File: config.mk
export PLATFORM = sky130hd
export DESIGN_NAME = dac_word_tx
export DESIGN_NICKNAME = d
export VERILOG_FILES = /design/src/rtl/dac_word_tx_pkg.sv /design/src/rtl/dac_tx_timer.sv /design/src/rtl/dac_tx_shifter.sv /design/src/rtl/dac_tx_seq.sv /design/src/rtl/dac_word_tx.sv
export SDC_FILE = /design/constraint.sdc
export NUM_CORES = 1
export LEC_CHECK = 0
export ABC_AREA = 1
export BUFFER_PORTS_ARGS = -buffer_cell sky130_fd_sc_hd__buf_4
export CORE_ASPECT_RATIO = 0.8
export CORE_MARGIN = 1
export CORE_UTILIZATION = 63
export CTS_BUF_LIST = sky130_fd_sc_hd__clkbuf_2 sky130_fd_sc_hd__clkbuf_4 sky130_fd_sc_hd__clkbuf_8
export CTS_CLUSTER_SIZE = 28
export DETAILED_ROUTE_END_ITERATION = 16
export HOLD_SLACK_MARGIN = 0.1
export PLACE_DENSITY = 0.95
export SLEW_MARGIN = 20
export SYNTH_ARGS = -nofsm -noshare
export SYNTH_HDL_FRONTEND = slang
export SYNTH_SLANG_ARGS = --single-unit
File: constraint.sdc
create_clock -name clk -period 3.7 [get_ports clk]
set_input_delay 0.555 -clock clk [delete_from_list [all_inputs] [get_ports clk]]
set_output_delay 0.555 -clock clk [all_outputs]
set_load 0.02 [all_outputs]
File: src/rtl/dac_word_tx_pkg.sv
package dac_word_tx_pkg;
   typedef enum logic [2:0] {
      ST_IDLE,
      ST_SHIFT,
      ST_GAP_PRE,
      ST_LATCH,
      ST_GAP_POST
   } tx_state_t;

   function automatic int max2(input int a, input int b);
      return (a > b) ? a : b;
   endfunction
endpackage

File: src/rtl/dac_tx_timer.sv
module dac_tx_timer #(
   parameter int CW = 2
) (
   input  logic          clk,
   input  logic          rst,
   input  logic          clear,
   input  logic [CW-1:0] lim,
   output logic          done
);
   logic [CW-1:0] cnt;

   assign done = (cnt == lim - CW'(1));

   always_ff @(posedge clk) begin
      if (rst || clear || done) cnt <= '0;
      else                      cnt <= cnt + CW'(1);
   end
endmodule

File: src/rtl/dac_tx_shifter.sv
module dac_tx_shifter #(
   parameter int WORD_W = 20
) (
   input  logic              clk,
   input  logic              rst,
   input  logic              load,
   input  logic              shift,
   input  logic [WORD_W-1:0] din,
   output logic              msb
);
   logic [WORD_W-1:0] sh;

   assign msb = sh[WORD_W-1];

   always_ff @(posedge clk) begin
      if (rst)        sh <= '0;
      else if (load)  sh <= din;
      else if (shift) sh <= {sh[WORD_W-2:0], 1'b0};
   end
endmodule

File: src/rtl/dac_tx_seq.sv
module dac_tx_seq
   import dac_word_tx_pkg::*;
#(
   parameter int WORD_W   = 20,
   parameter int HALF_DIV = 2,
   parameter int LATCH_W  = 2,
   parameter int CW       = 2
) (
   input  logic          clk,
   input  logic          rst,
   input  logic          s_valid,
   input  logic          done,
   input  logic          sh_msb,
   output logic [CW-1:0] lim,
   output logic          t_clear,
   output logic          load,
   output logic          shift,
   output logic          s_ready,
   output logic          dac_clk,
   output logic          dac_data,
   output logic          dac_le_n
);
   localparam int BW = $clog2(WORD_W + 1);

   tx_state_t     state;
   logic [BW-1:0] bitn;
   logic          clk_q;
   logic          le_q;

   assign s_ready  = (state == ST_IDLE);
   assign load     = s_ready && s_valid;
   assign t_clear  = load;
   assign lim      = (state == ST_SHIFT) ? CW'(HALF_DIV) : CW'(LATCH_W);
   assign shift    = (state == ST_SHIFT) && done && clk_q && (bitn != BW'(WORD_W));
   assign dac_clk  = clk_q;
   assign dac_le_n = le_q;
   assign dac_data = (state != ST_IDLE) && sh_msb;

   always_ff @(posedge clk) begin
      if (rst) begin
         state <= ST_IDLE;
         bitn  <= '0;
         clk_q <= 1'b0;
         le_q  <= 1'b1;
      end else begin
         case (state)
            ST_IDLE: begin
               if (s_valid) begin
                  state <= ST_SHIFT;
                  bitn  <= '0;
                  clk_q <= 1'b0;
               end
            end
            ST_SHIFT: begin
               if (done) begin
                  if (!clk_q) begin
                     clk_q <= 1'b1;
                     bitn  <= bitn + BW'(1);
                  end else begin
                     clk_q <= 1'b0;
                     if (bitn == BW'(WORD_W)) state <= ST_GAP_PRE;
                  end
               end
            end
            ST_GAP_PRE: begin
               if (done) begin
                  le_q  <= 1'b0;
                  state <= ST_LATCH;
               end
            end
            ST_LATCH: begin
               if (done) begin
                  le_q  <= 1'b1;
                  state <= ST_GAP_POST;
               end
            end
            ST_GAP_POST: begin
               if (done) state <= ST_IDLE;
            end
            default: state <= ST_IDLE;
         endcase
      end
   end
endmodule

File: src/rtl/dac_word_tx.sv
module dac_word_tx
   import dac_word_tx_pkg::*;
#(
   parameter int WORD_W     = 20,
   parameter int HALF_DIV   = 2,
   parameter int LATCH_W    = 2,
   parameter int SYS_CLK_NS = 20
) (
   input  logic              clk,
   input  logic              rst,
   input  logic              s_valid,
   output logic              s_ready,
   input  logic [WORD_W-1:0] s_data,
   output logic              dac_clk,
   output logic              dac_data,
   output logic              dac_le_n
);
   localparam int CW = $clog2(max2(HALF_DIV, LATCH_W) + 1);

   if (WORD_W < 2) begin : g_bad_width
      $error("WORD_W must be at least 2");
   end
   if (HALF_DIV < 1 || HALF_DIV * SYS_CLK_NS < 30) begin : g_bad_half
      $error("HALF_DIV too small for bit-clock phase and period minimums");
   end
   if (LATCH_W < 1 || LATCH_W * SYS_CLK_NS < 40) begin : g_bad_latch
      $error("LATCH_W too small for latch width and spacing minimums");
   end

   logic [CW-1:0] lim;
   logic          done;
   logic          t_clear;
   logic          load;
   logic          shift;
   logic          sh_msb;

   dac_tx_timer #(.CW(CW)) u_timer (
      .clk   (clk),
      .rst   (rst),
      .clear (t_clear),
      .lim   (lim),
      .done  (done)
   );

   dac_tx_shifter #(.WORD_W(WORD_W)) u_shift (
      .clk   (clk),
      .rst   (rst),
      .load  (load),
      .shift (shift),
      .din   (s_data),
      .msb   (sh_msb)
   );

   dac_tx_seq #(
      .WORD_W   (WORD_W),
      .HALF_DIV (HALF_DIV),
      .LATCH_W  (LATCH_W),
      .CW       (CW)
   ) u_seq (
      .clk      (clk),
      .rst      (rst),
      .s_valid  (s_valid),
      .done     (done),
      .sh_msb   (sh_msb),
      .lim      (lim),
      .t_clear  (t_clear),
      .load     (load),
      .shift    (shift),
      .s_ready  (s_ready),
      .dac_clk  (dac_clk),
      .dac_data (dac_data),
      .dac_le_n (dac_le_n)
   );
endmodule

-- Word level (Yosys, flattened, before mapping)
Index checks and enable logic that the tools add are counted.
- register bits: 32
- latch bits: 0
- memory bits (writable): 0
- memory bits (read-only): 0
- input bits: 23
- output and inout bits: 4
- logic and storage cells: 60
- memories: 0
- add/subtract/negate cells: 2
- $mul: 0
- div/mod/pow operators: 0
- $lt $le $gt $ge: 0
- equality and inequality tests: 15
- shifts and indexed selects: 0
- muxes and demuxes: 21
- bitwise gates (word level): 0
- reduce and logical (&&, ||, !) cells: 16
- operators with widths (cell ; count):
    20-bit two-way mux ; 2
    3-bit two-way mux ; 7
    5-bit two-way mux ; 3
    3-bit case mux with 5 select lines ; 1
    2-bit by 1-bit inequality test with 1-bit output (second input constant) ; 5
    5-bit case mux with 2 select lines ; 1
    7-bit AND reduction ; 1
    3-bit by 2-bit == test with 1-bit output (second input constant) ; 2
    2-bit inequality test (second input constant) ; 3
    3-bit AND reduction ; 2
    2-bit nonzero test ; 3
    5-bit by 1-bit adder with 5-bit output (second input constant) ; 1
    5-bit == test (second input constant) ; 1
    1-bit logical AND ; 5
    1-bit two-way mux ; 5
    5-bit inequality test (second input constant) ; 1
    1-bit case mux with 2 select lines ; 2
    4-bit AND reduction ; 1
    3-bit by 1-bit == test with 1-bit output (second input constant) ; 1
    3-bit == test (second input constant) ; 1
    3-bit logical NOT ; 1
    3-bit nonzero test ; 1
    2-bit by 1-bit adder with 2-bit output (second input constant) ; 1
    2-bit by 1-bit == test with 1-bit output (second input constant) ; 1
    1-bit logical OR ; 2

-- Logic depth before layout (Yosys ltp)
- depth after elaboration: 6
- gate-level depth with buffers: 9
- mapped depth without buffers: 8

-- Modules after synthesis
Synthesis repeated with hierarchy kept, for this count alone.
- cell total of the unflattened synthesis: 268
- area total of the unflattened synthesis: 1701.6 µm²
- modules (own cells, without submodules) (module ; instances ; cells an instance ; area each (µm²) ; seq. area each (µm²)):
    dac_tx_shifter ; 1 ; 150 ; 962.2 ; 400.4
    dac_tx_seq ; 1 ; 98 ; 623.1 ; 200.2
    dac_tx_timer ; 1 ; 20 ; 116.4 ; 40.0

-- Worst setup path after synthesis
Ideal clock, no wire load.
- path kind: reg2out
- start: register u_seq.state[0]
- end: output dac_data
- data arrival time: 0.967 ns
- required time: 3.145 ns
- slack: 2.178 ns
- cell stages (with the launch flop): 5
- path buffers: 0
- cells stage by stage: dfxtp_1 > nor2_2 > nand2_2 > inv_2 > nor2_1
- cells in the longest elaborated chain, start to end: 2
- ends and longest elaborated chain (what ; RTL line ; text):
    from (decl) ; dac_tx_seq.sv:25 ; tx_state_t state;
    from (signal assigned) ; dac_tx_seq.sv:41 ; state <= ST_IDLE;
    from (signal assigned) ; dac_tx_seq.sv:49 ; state <= ST_SHIFT;
    from (signal assigned) ; dac_tx_seq.sv:61 ; if (bitn == BW'(WORD_W)) state <= ST_GAP_PRE;
    3-bit nonzero test ; dac_tx_seq.sv:37 ; assign dac_data = (state != ST_IDLE) && sh_msb;
    1-bit logical AND ; dac_tx_seq.sv:37 ;
    to (decl) ; dac_word_tx.sv:15 ; output logic dac_data,
Every way passes these cells.

-- Worst setup path after layout
Ends and elaborated chain as after synthesis.

==> metrics.csv <==
metric,value,unit
status,"complete, no violations",
dp_hpwl,2310,µm
diodes,0,
timing.rr.end,u_shift.sh[10],
die_y,48.8,µm
place_area,1910,µm²
yosysTopAreaCellShare,0.371,
hold_depth,1,
p_total,1.17,mW
grt_overflow_total,0,
ir_drop,0.000358,V
worstSetupPathType,reg -> out,
ant_nets,0,
cp_top_family,flip-flops,
numCtsBuffers,5,
yosysTopAreaCell,dfxtp_1,
timing.final.crit_share,0.514,
start_util,0.685,
seqPwrFrac,0.385,
power.leakage,0.885,nW
rrSetupSlack,2050,ps
cp-end-kind,output pin,
synthDistinctLibCells,24,
postCtsSetupBuffers,0,
ios,27,
numClockSinks,32,
grt_pass1_vias,1355,
cp_num_buf_inv,2,
yosys_register_bits,32,
grt_pass1_wl,5710,µm
grt_start_max_net_pins,42,
syn_area,1730,µm²
grt_usage,0.258,
fmax,525,MHz
via_per_inst,5.23,
critPathSlowestCell,dfxtp_1,
cts.htree.levels,2,
layout_setup_ws,1800,ps
area_growth,14.3,%
final_util,0.783,
holdPathEnd,u_timer.cnt[0],
fillers,183,
clk_latency,340,ps
crit_arrival,1350,ps
crit_fanout,7,
crit-reg2reg-launch,u_seq.state[0],
yosys-top-cells-area,"dfxtp_1 (37%), nand2_1 (18%), nand3_1 (9.0%)",
final_cells,313,
hold_start,u_timer.cnt[0],
first_pass_iters,4,
period_needed,1900,ps
slew-limit-headroom,0.789,
cts_hold_buf,0,
worstMarginPinSlew,315,ps
routed_wirelength,3450,µm
yosys_warnings,0,
synthesis.nets,280,
p_sw_frac,0.417,
final_common_cell,nand2_1,
max_cap_violations,0,
regArea,641,µm²
finClkSkew,9.18,ps
place_ws,2100,ps
die_w,60.6,µm
synthArstFlopShare,0,
clk_path_buf_depth,2,
path_cells,nor2_2 -> nand2_2 -> inv_2 -> nor2_1 -> buf_4,
synth-main-ff-cell,dfxtp_1,
stdcell_area,1980,µm²
dpl.cell_count,306,
p_int,0.682,mW
vias,1637,
antenna_found_initial,0,
drive_above_1_share,0.235,
layout_common_cells,"nand2_1 (85), dfxtp_1 (32), nand3_1 (31), buf_4 (27), inv_1 (19)",
cts_resized,0,
worstRegToRegCells,6,
power_frac_comb,0.425,
finalSetupViolations,0,
min_path_type,reg -> reg,
wire_per_inst,11.0,µm
syn_area_per_cell,6.80,µm²
place_congestion,0.820,
clk_pin_slew,100,ps
finalHoldViolCount,0,
multi_input_area,936,µm²
coreArea,2520,µm²
seq_area_frac_synth,0.371,
drtIter0Drc,97,
cp_data_required_time,3140,ps
power.density,592,nW/µm²
cts_tree,yes,
port-buffer-count,26,
slew_violations,0,
clock-root-buffer,clkbuf_4,
rsz0062_at_grt,false,
synth-edff-count,0,
drc,0,
fp.dieArea,2960,µm²
slowest_delay,390,ps
tns,0,ps
synthCells,254,
num_rows,16,
pwr-share-clk,0.190,
p_switching,0.487,mW
hold_slack,446,ps
cp-start-kind,flop,
fin_nets,303,
synth_stat cells, types with 3 or more instances:
cell	n
nand2_2	12
buf_2	7
dfxtp_1	32
nand2_1	85
ha_1	3
inv_2	4
nand3_1	31
nor3_1	3
o21ai_0	5
a21oi_1	13
inv_1	19
o21ai_1	4
a21oi_2	10
nor2_1	14
cell families (layout without fill, tap and decap cells):
logic type      after synthesis  count (layout)  synth area share
fa+ha+maj                     3               3            0.0217
simple gates                152             152             0.401
flops                        32              32             0.371
buf+inv                      34              57            0.0876
compound gates               33              33             0.119
power groups by stage:
stage | clock [mW] | combinational, mW | sequential, mW
global placement | 0 | 0.470 | 0.456
detailed placement | 0 | 0.484 | 0.456
global route | 0.238 | 0.565 | 0.457
finish | 0.222 | 0.497 | 0.450
CTS | 0.222 | 0.489 | 0.449
floorplan | 0 | 0.395 | 0.454
cell type report:
class	count	share of cell area
multi-input cells	188	0.474
well taps	36	0.0228
inverters	23	0.0437
repair buffers	27	0.103
clock buffers	7	0.0329
flip-flops and latches	32	0.324
routing by layer:
metal	GRT usage	part of all wire	vias to the layer above
met5	0	0	-
met4	0.0795	0.0093	0
met3	0.0902	0.074	5
met2	0.397	0.44	56
met1	0.337	0.47	719
li1	-	-	857
worst max-delay path by stage:
stage	start	end	slack (ps)	cells after the start
2_1_floorplan	u_seq.state[0]	dac_data	2180	4
3_3_place_gp	u_seq.state[0]	u_shift.sh[15]	2140	6
3_5_place_dp	u_seq.state[0]	u_shift.sh[10]	2100	6
4_1_cts	u_seq.state[0]	dac_data	1800	5
5_1_grt	u_seq.state[0]	dac_data	1700	5
6_report	u_seq.state[0]	dac_data	1800	5
flip-flops by register name (all words and copies together) (netlist names):
name	cells
u_seq.dac_clk	1
u_timer.cnt	2
u_seq.bitn	5
u_seq.dac_le_n	1
u_seq.state	3
u_shift.sh	20
No activity file was read; power rests on OpenSTA's default activity.
